`config.mk`:
```
export PLATFORM = sky130hd
export DESIGN_NAME = adc_card_ctrl
export DESIGN_NICKNAME = d
export VERILOG_FILES = /design/src/rtl/adc_card_pkg.sv /design/src/rtl/adc_trig_detect.sv /design/src/rtl/adc_conv_seq.sv /design/src/rtl/adc_result_fmt.sv /design/src/rtl/adc_card_ctrl.sv
export SDC_FILE = /design/constraint.sdc
export NUM_CORES = 1
export LEC_CHECK = 0
export BUFFER_PORTS_ARGS = -buffer_cell sky130_fd_sc_hd__buf_2
export CORE_ASPECT_RATIO = 0.6
export CORE_MARGIN = 1.5
export CORE_UTILIZATION = 45
export CTS_CLUSTER_DIAMETER = 150
export DETAILED_ROUTE_END_ITERATION = 8
export PLACE_DENSITY = 0.72
export SYNTH_ARGS = -nofsm -noshare
export SYNTH_HDL_FRONTEND = slang
export SYNTH_SLANG_ARGS = --single-unit
```
`constraint.sdc`:
```
create_clock -name clk -period 3.2 [get_ports clk]
set_input_delay 0.48 -clock clk [delete_from_list [all_inputs] [get_ports clk]]
set_output_delay 0.48 -clock clk [all_outputs]
set_load 0.1 [all_outputs]
```
`src/rtl/adc_card_pkg.sv`:
```
package adc_card_pkg;
    localparam logic [9:0] OFS_CTRL = 10'h081;
    localparam logic [9:0] OFS_VEC  = 10'h083;
    localparam logic [9:0] OFS_LVL  = 10'h084;
    localparam logic [9:0] OFS_CHAN = 10'h085;
    localparam logic [9:0] OFS_HI   = 10'h086;
    localparam logic [9:0] OFS_LO   = 10'h087;

    typedef enum logic [1:0] {
        MODE_IDLE = 2'b00,
        MODE_EXT  = 2'b01,
        MODE_RAND = 2'b10,
        MODE_RSV  = 2'b11
    } conv_mode_e;
endpackage

```
`src/rtl/adc_trig_detect.sv`:
```
module adc_trig_detect #(
    parameter int MIN_CYC = 13,
    localparam int CNT_W = $clog2(MIN_CYC + 1)
) (
    input  logic clk,
    input  logic rst_n,
    input  logic trig_n,
    output logic fire
);
    localparam logic [CNT_W-1:0] MIN_V = CNT_W'(MIN_CYC);

    typedef struct packed {
        logic             s1;
        logic             s2;
        logic             prev;
        logic [CNT_W-1:0] cnt;
        logic             fire;
    } trig_st_t;

    trig_st_t st_d, st_q;

    always_comb begin
        st_d      = st_q;
        st_d.s1   = trig_n;
        st_d.s2   = st_q.s1;
        st_d.prev = st_q.s2;
        if (!st_q.s2) begin
            if (st_q.cnt != MIN_V) st_d.cnt = st_q.cnt + 1'b1;
        end else begin
            st_d.cnt = '0;
        end
        st_d.fire = st_q.s2 && !st_q.prev && (st_q.cnt == MIN_V);
    end

    always_ff @(posedge clk or negedge rst_n) begin
        if (!rst_n) begin
            st_q <= '{s1: 1'b1, s2: 1'b1, prev: 1'b1, cnt: '0, fire: 1'b0};
        end else begin
            st_q <= st_d;
        end
    end

    assign fire = st_q.fire;

    // a trigger fires for a single cycle only
    p_fire_single_r5: assert property (@(posedge clk) disable iff (!rst_n)
        fire |=> !fire);
endmodule

```
`src/rtl/adc_conv_seq.sv`:
```
module adc_conv_seq #(
    parameter int DATA_W = 12
) (
    input  logic              clk,
    input  logic              rst_n,
    input  logic              start_req,
    input  logic              clr,
    input  logic              conv_busy,
    input  logic [DATA_W-1:0] conv_data,
    output logic              conv_start,
    output logic              inflight,
    output logic              done,
    output logic              overrun,
    output logic [DATA_W-1:0] result
);
    typedef struct packed {
        logic              start;
        logic              inflight;
        logic              busy_prev;
        logic              done;
        logic              ovr;
        logic [DATA_W-1:0] result;
    } seq_st_t;

    seq_st_t st_d, st_q;
    logic    finish;

    assign finish = st_q.busy_prev && !conv_busy && st_q.inflight;

    always_comb begin
        st_d           = st_q;
        st_d.start     = 1'b0;
        st_d.busy_prev = conv_busy;
        if (clr) begin
            st_d.done = 1'b0;
            st_d.ovr  = 1'b0;
        end
        if (finish) begin
            st_d.inflight = 1'b0;
            st_d.done     = 1'b1;
            st_d.result   = conv_data;
        end
        if (start_req) begin
            if (st_q.inflight) begin
                st_d.ovr = 1'b1;
            end else begin
                st_d.start    = 1'b1;
                st_d.inflight = 1'b1;
            end
        end
    end

    always_ff @(posedge clk or negedge rst_n) begin
        if (!rst_n) st_q <= '0;
        else        st_q <= st_d;
    end

    assign conv_start = st_q.start;
    assign inflight   = st_q.inflight;
    assign done       = st_q.done;
    assign overrun    = st_q.ovr;
    assign result     = st_q.result;

    // each start is a one-cycle pulse
    p_start_single_r4: assert property (@(posedge clk) disable iff (!rst_n)
        conv_start |=> !conv_start);
    // a request during a conversion yields no start and flags overrun
    p_busy_ignored_r10: assert property (@(posedge clk) disable iff (!rst_n)
        (start_req && inflight) |=> (!conv_start && overrun));
    // the end of busy after a start sets done
    p_done_on_finish_r6: assert property (@(posedge clk) disable iff (!rst_n)
        finish |=> done);
endmodule

```
`src/rtl/adc_result_fmt.sv`:
```
module adc_result_fmt #(
    parameter int DATA_W = 12,
    localparam int PAD = 16 - DATA_W
) (
    input  logic [DATA_W-1:0] raw,
    input  logic              twos,
    output logic [7:0]        hi_byte,
    output logic [7:0]        lo_byte
);
    logic [DATA_W-1:0] coded;
    logic [15:0]       wide;

    always_comb begin
        coded           = raw;
        coded[DATA_W-1] = raw[DATA_W-1] ^ twos;
        wide            = {{PAD{coded[DATA_W-1] & twos}}, coded};
        hi_byte         = wide[15:8];
        lo_byte         = wide[7:0];
    end

    // in two's complement the top bits of the high byte match the sign
    always_comb begin
        if (twos) a_sign_ext_r8: assert (hi_byte[7] == coded[DATA_W-1]);
    end
endmodule

```
`src/rtl/adc_card_ctrl.sv`:
```
module adc_card_ctrl #(
    parameter int ADDR_W       = 16,
    parameter int WIN_W        = 10,
    parameter int DATA_W       = 12,
    parameter int TRIG_MIN_CYC = 13,
    localparam int BASE_W = ADDR_W - WIN_W
) (
    input  logic              clk,
    input  logic              rst_n,
    input  logic              bus_sel,
    input  logic              bus_wr,
    input  logic [ADDR_W-1:0] bus_addr,
    input  logic [7:0]        bus_wdata,
    input  logic              bus_super,
    input  logic [BASE_W-1:0] base_sel,
    input  logic              cfg_super_only,
    input  logic              cfg_twos,
    output logic              bus_ack,
    output logic [7:0]        bus_rdata,
    input  logic              trig_n,
    output logic              conv_start,
    input  logic              conv_busy,
    input  logic [DATA_W-1:0] conv_data,
    output logic [7:0]        conv_chan_gain,
    output logic              irq_req,
    output logic [2:0]        irq_level,
    output logic [7:0]        irq_vector,
    output logic              led_green,
    output logic              led_red
);
    import adc_card_pkg::*;

    typedef struct packed {
        logic       ack;
        logic [7:0] rdata;
        logic       green;
        logic       red;
        conv_mode_e mode;
        logic       ie;
        logic [7:0] vec;
        logic [2:0] lvl;
        logic [7:0] chan;
    } reg_st_t;

    reg_st_t st_d, st_q;

    logic [9:0]        offset;
    logic              hit, wr_hit, rd_hit;
    logic              trig_fire, start_req, clr;
    logic              inflight, done, overrun;
    logic [DATA_W-1:0] result;
    logic [7:0]        hi_byte, lo_byte;

    assign offset = bus_addr[WIN_W-1:0];
    assign hit    = bus_sel && (bus_addr[ADDR_W-1:WIN_W] == base_sel)
                    && (!cfg_super_only || bus_super);
    assign wr_hit = hit && bus_wr;
    assign rd_hit = hit && !bus_wr;
    assign clr    = rd_hit && (offset == OFS_LO);
    assign start_req = (wr_hit && (offset == OFS_CHAN) && (st_q.mode == MODE_RAND))
                     || (trig_fire && (st_q.mode == MODE_EXT));

    adc_trig_detect #(.MIN_CYC(TRIG_MIN_CYC)) u_trig (
        .clk(clk), .rst_n(rst_n), .trig_n(trig_n), .fire(trig_fire)
    );

    adc_conv_seq #(.DATA_W(DATA_W)) u_seq (
        .clk(clk), .rst_n(rst_n), .start_req(start_req), .clr(clr),
        .conv_busy(conv_busy), .conv_data(conv_data),
        .conv_start(conv_start), .inflight(inflight), .done(done),
        .overrun(overrun), .result(result)
    );

    adc_result_fmt #(.DATA_W(DATA_W)) u_fmt (
        .raw(result), .twos(cfg_twos), .hi_byte(hi_byte), .lo_byte(lo_byte)
    );

    always_comb begin
        st_d       = st_q;
        st_d.ack   = hit;
        st_d.rdata = st_q.rdata;
        if (rd_hit) begin
            unique case (offset)
                OFS_CTRL: st_d.rdata = {done, inflight, overrun, st_q.ie,
                                        st_q.mode, st_q.red, st_q.green};
                OFS_VEC:  st_d.rdata = st_q.vec;
                OFS_LVL:  st_d.rdata = {5'b0, st_q.lvl};
                OFS_CHAN: st_d.rdata = st_q.chan;
                OFS_HI:   st_d.rdata = hi_byte;
                OFS_LO:   st_d.rdata = lo_byte;
                default:  st_d.rdata = 8'h00;
            endcase
        end
        if (wr_hit) begin
            unique case (offset)
                OFS_CTRL: begin
                    st_d.green = bus_wdata[0];
                    st_d.red   = bus_wdata[1];
                    st_d.mode  = conv_mode_e'(bus_wdata[3:2]);
                    st_d.ie    = bus_wdata[4];
                end
                OFS_VEC:  st_d.vec  = bus_wdata;
                OFS_LVL:  st_d.lvl  = bus_wdata[2:0];
                OFS_CHAN: st_d.chan = bus_wdata;
                default:  ;
            endcase
        end
    end

    always_ff @(posedge clk or negedge rst_n) begin
        if (!rst_n) begin
            st_q      <= '0;
            st_q.mode <= MODE_IDLE;
        end else begin
            st_q <= st_d;
        end
    end

    assign bus_ack        = st_q.ack;
    assign bus_rdata      = st_q.rdata;
    assign conv_chan_gain = st_q.chan;
    assign led_green      = st_q.green;
    assign led_red        = st_q.red;
    assign irq_vector     = st_q.vec;
    assign irq_level      = st_q.lvl;
    assign irq_req        = done && st_q.ie && (st_q.lvl != 3'd0);

    // an acknowledge always answers a strobe of the previous cycle
    p_ack_follows_strobe_r1: assert property (@(posedge clk) disable iff (!rst_n)
        bus_ack |-> $past(bus_sel));
    // a non-privileged access under restriction is never acknowledged
    p_priv_block_r2: assert property (@(posedge clk) disable iff (!rst_n)
        (bus_sel && cfg_super_only && !bus_super) |=> !bus_ack);
    // a request is only raised while a result waits
    p_irq_needs_done_r9: assert property (@(posedge clk) disable iff (!rst_n)
        irq_req |-> (done && irq_level != 3'd0));
    // reading the low byte clears done
    p_lo_read_clears_r6: assert property (@(posedge clk) disable iff (!rst_n)
        (clr && !(conv_busy == 1'b0 && $past(conv_busy) && inflight)) |=> !done);
endmodule

```
==> After elaboration in Yosys (flattened, before gate mapping) <==
Cells that the tools add are included.
{ "classes": {"n_addsub": 1, "n_eq_ne": 11, "n_mux": 10, "bitwise_logic": 2, "reduce_logical": 27} }
{ "ops": {"columns": ["operator", "n"], "rows": [
  ["equality test 10 x 8 -> 1 bit, second input constant", 6],
  ["case mux 8 bit (6 select lines)", 1],
  ["logical AND 1 bit", 14],
  ["two-way mux 4 bit", 2],
  ["AND reduction 2 bit", 4],
  ["equality test 6 bit", 1],
  ["two-way mux 2 bit", 3],
  ["adder 4 x 1 -> 4 bit, second input constant", 1],
  ["equality test 4 bit, second input constant", 1],
  ["logical NOT 1 bit", 4],
  ["two-way mux 1 bit", 4],
  ["inequality test 4 bit, second input constant", 1],
  ["nonzero test 2 bit", 2],
  ["nonzero test 3 bit", 1],
  ["equality test 2 x 1 -> 1 bit, second input constant", 1],
  ["equality test 2 bit, second input constant", 1],
  ["logical OR 1 bit", 2],
  ["bitwise AND 1 bit", 1],
  ["XOR 1 bit", 1]
]} }
{ "word_totals": {"register_bits": 58, "inputBits": 51, "wordCells": 71} }

==> Depth between registers and ports, before layout <==
{ "logic_depth": {"ltp_word": 8, "mapped_depth": 6} }

==> By module <==
A second synthesis with hierarchy kept.
{ "unflattened": {"hier_cells": 277, "hier_area_um2": 3434.5} }
{ "by_module_without_submodules": {"columns": ["mod", "n_inst", "cells_per_inst", "area_each_um2"], "rows": [
  ["adc_card_ctrl", 1, 185, 2218.4],
  ["adc_conv_seq", 1, 50, 748.2],
  ["adc_trig_detect", 1, 25, 342.8],
  ["adc_result_fmt", 1, 17, 125.1]
]} }

==> Worst setup path after synthesis <==
Ideal clock, no wire load.
{ "synth_path": {"path_kind": "input to register", "from": "input port bus_addr[0]", "to": "register st_q, in the netlist irq_vector[2]", "setup_ns": 0.125, "arrival_ns": 1.882, "path_slack_ns": 1.193, "stages": 5, "path_buffers": 1, "path_cell_list": "buf_2 nor4b_2 nand4_1 nor4_4 mux2_2"} }
{ "synth_via": {"elab_chain_cells": 2} }
{ "synth_rtl": {"columns": ["item", "line", "source"], "rows": [
  ["from (decl)", "adc_card_ctrl.sv:12", "input logic [ADDR_W-1:0] bus_addr,"],
  ["equality test 10 x 8 -> 1 bit", "adc_card_ctrl.sv:95", "unique case (offset)"],
  ["AND reduction 2 bit (no line)", null, null],
  ["to (signal assigned)", "adc_card_ctrl.sv:115", "st_q <= st_d;"],
  ["to (decl)", "adc_card_ctrl.sv:45", "reg_st_t st_d, st_q;"]
]} }
Every way passes these cells.
A chain may end at the register's enable or synchronous reset.

==> Worst setup path in the final report <==
{ "layout_path": {"from": "input port bus_addr[2]", "to": "register st_q, in the netlist conv_chan_gain[2]"} }
The elaborated chain is that of the path after synthesis.

==> results.yml <==
status:
  status: "completed"
setup_path:
  worst-endpoint-required_ps: 3420
  crit_fanout: 12
  capturing_element_type_of_the_critical_path: "flop"
  startpoint_of_the_worst_slack_reg_to_reg_timing_path: "st_q[20]$_DFFE_PN0P_"
  timing.critical_path.arrival_ps: 2420
  worstSetupPathType: "in -> reg"
  worstSetupStartpoint: "bus_addr[2]"
  critical_path.slowest_cell: "nor4_4"
  cp.buffers_inverters: 1
  timing.critical_path.from_type: "primary input"
  critPathTopFamily: "simple AND/OR/NAND/NOR gates"
  crit_path_cell_trace: "buf_2, nor4b_2, nand4_1, nor4_4, mux2_2"
  worst_path_largest_cell_delay_ps: 550
global_route:
  antenna_found_initial: 0
  overflow: 0
  grt_pass1_wl_um: 11100
  grt_max_degree: 41
  number_of_global_route_vias_before_repair: 2095
  grtUsageTotal: 0.213
synth:
  avgSynthCellArea_um2: 12.4
  synth.yosys.warnings: 0
  synth-seq-area-share: 0.481
  number_of_standard_cells_after_synthesis: 243
  synthesis_stage_register_bit_count: 58
  synthDistinctLibCells: 41
  mappedNetlistArea_um2: 3020
  synth-main-ff-cell: "dfrtp_1"
  number_of_synthesized_flops_with_an_enable_pin: 0
  asyncSetResetFlopFracSynth: 1.00
  syn_nets: 297
cts:
  postCtsResizedCells: 0
  cts-htree-levels: 3
  ctsLongestPathBuffers: 2
  cts_tree: "yes"
  tritoncts_num_sinks: 58
  clk-insertion-delay-late_ps: 340
  cts.reportedPaths.clkPinSlew_ps: 70
  cts-buffers-inserted: 9
  cts-hold-fix-buffers: 0
  postCtsSetupBuffers: 0
  clock_tree.root_cell: "clkbuf_8"
sta:
  highest_clock_frequency_the_design_can_meet_mhz: 454
  rsz0062_at_grt: "no"
  relSlewSlack: 0.468
  number_of_setup_violations_in_the_final_report: 0
  fin_hold_ws_ps: 79.6
  layout_worst_path_cycle_share: 0.688
  timing.setup.tns_ps: 0
  timing_max_transition_violations_final: 0
  finalCriticalPeriod_ps: 2200
  final_setup_skew_ps: 6.77
  hold_violations: 0
  worst_pin_slew_ps: 793
die:
  die_ar_um2: 7230
  initial_core_util: 0.480
  floorplan.die.height_um: 66.5
  fp.dieW_um: 109
  core_um2: 6300
  floorplan.io_pins: 83
  placementRows: 22
detailed_routing:
  postRouteWirelength_um: 6880
  wl_per_cell_um: 17.4
  final_antenna_net_count: 0
  drt-vias-per-instance: 5.46
  dr_total_vias: 2163
  drt_drc_violations_left: 0
  drt_pre_antenna_iters: 4
  first_iter_violations: 118
cells_and_area:
  finished_layout_cells: 396
  final_common_cell: "buf_2"
  finalNetCount: 361
  finish.instance_area_um2: 3530
  diodes: 0
  syn2layout_area_growth_pct: 16.8
  most-common-layout-cells: "buf_2 (82), dfrtp_1 (55), mux2_2 (49)"
  drive_above_1_share: 0.516
power:
  power_density_over_cell_area_nw_per_um2: 508
  netSwitchingPower_uw: 477
  clock_power_share: 0.372
  switching_share: 0.266
  p_leak_uw: 0.00175
  power_internal_uw: 1320
  comb_power_share: 0.142
  power.share.sequential: 0.486
  peak_supply_drop_v: 0.000244
run:
  maxCapViolations: 0
placement:
  routabilityCongestion: 0.921
  dpl.hpwl_um: 5100
  placement.io_buffers: 82
  dpl-instance-area_um2: 3340
  inst_count_dp: 380
worst_hold_path:
  worstHoldPathType: "in -> async"
[synth_stat cells, drive strengths merged (5+ instances only)]
library cell / instances / area, µm²
dfrtp: 55 / 1380
mux2: 52 / 586
buf: 29 / 213
a22oi: 9 / 67.6
nand4: 8 / 50.1
o22ai: 8 / 50.1
xnor2: 7 / 61.3
a21oi: 6 / 30.0
nand2: 6 / 22.5
nor2: 6 / 22.5
inv: 5 / 18.8
nor4: 5 / 76.3
[worst reg2reg max path: cells and delay by family (launching register included)]
kind | cells | cell delay [ps]
AO/OA/AOI/OAI | 1 | 180
flip-flops | 1 | 420
AND/OR/NAND/NOR | 3 | 1090
[cell type report]
cell class / count / area, µm²
Tap cell: 84 / 105
Clock inverter: 6 / 67.6
Multi-Input combinational cell: 148 / 1330
Sequential cell: 58 / 1460
Inverter: 5 / 18.8
Timing Repair Buffer: 85 / 433
Clock buffer: 10 / 128
Fill cell: 545 / 2770
[per-layer routing]
layer	global-route usage	wire, µm	vias up
li1	-	-	1015
met1	0.308	3410	1037
met2	0.301	2790	105
met3	0.0724	622	6
met4	0.0559	53	0
met5	0	0	-
[power groups by stage]
stage,logic [µW],clock network (µW),registers [µW]
after CTS,258,683,870
after global placement,249,0,881
after floorplan,173,0,863
after detailed placement,257,0,883
final,255,667,871
after global routing,284,723,880
[registers in the layout, summed over array words and instances, names as in the netlist]
| register | flops |
|---|---|
| u_seq.done | 1 |
| bus_ack | 1 |
| irq_level | 3 |
| led_red | 1 |
| u_trig.st_q | 5 |
| u_seq.conv_start | 1 |
| u_seq.overrun | 1 |
| conv_chan_gain | 8 |
| irq_vector | 8 |
| u_seq.st_q | 1 |
| u_seq.result | 12 |
| u_trig.fire | 1 |
| u_trig.st_d | 2 |
| u_seq.inflight | 1 |
| bus_rdata | 8 |
| st_q | 3 |
| led_green | 1 |
[worst paths after layout]
path	cells after the start	slack (ps)	end
worst max-delay path	5	1000	conv_chan_gain[2]$_DFFE_PN0P_
worst min-delay path	1	80	u_seq.conv_start$_DFF_PN0_
worst max register to register	4	1420	u_seq.inflight$_DFF_PN0_
worst min register to register	0	360	u_trig.st_d[5]$_DFF_PN1_
max in group asynchronous	2	2250	u_trig.st_d[6]$_DFF_PN1_
min in group clk	1	230	u_trig.st_d[6]$_DFF_PN1_
[metrics by stage]
stage	power (µW)	util	worst slack (ps)
floorplan	1040	-	1190
global placement	1130	0.529	715
detailed placement	1140	0.529	655
CTS	1810	0.560	1030
global route	1890	0.560	868
finish	1790	0.560	999
[kinds of logic (layout without fill, tap and decap cells)]
kind of cell,count (synthesis),in the layout,share of synthesized area
buf+inv,37,106,0.0803
flops,58,58,0.481
fa+ha+maj,3,3,0.0124
mux,55,55,0.204
xor+xnor,7,7,0.0203
simple gates,51,51,0.130
compound gates,32,32,0.0720
(Power assumes the default switching activity.)
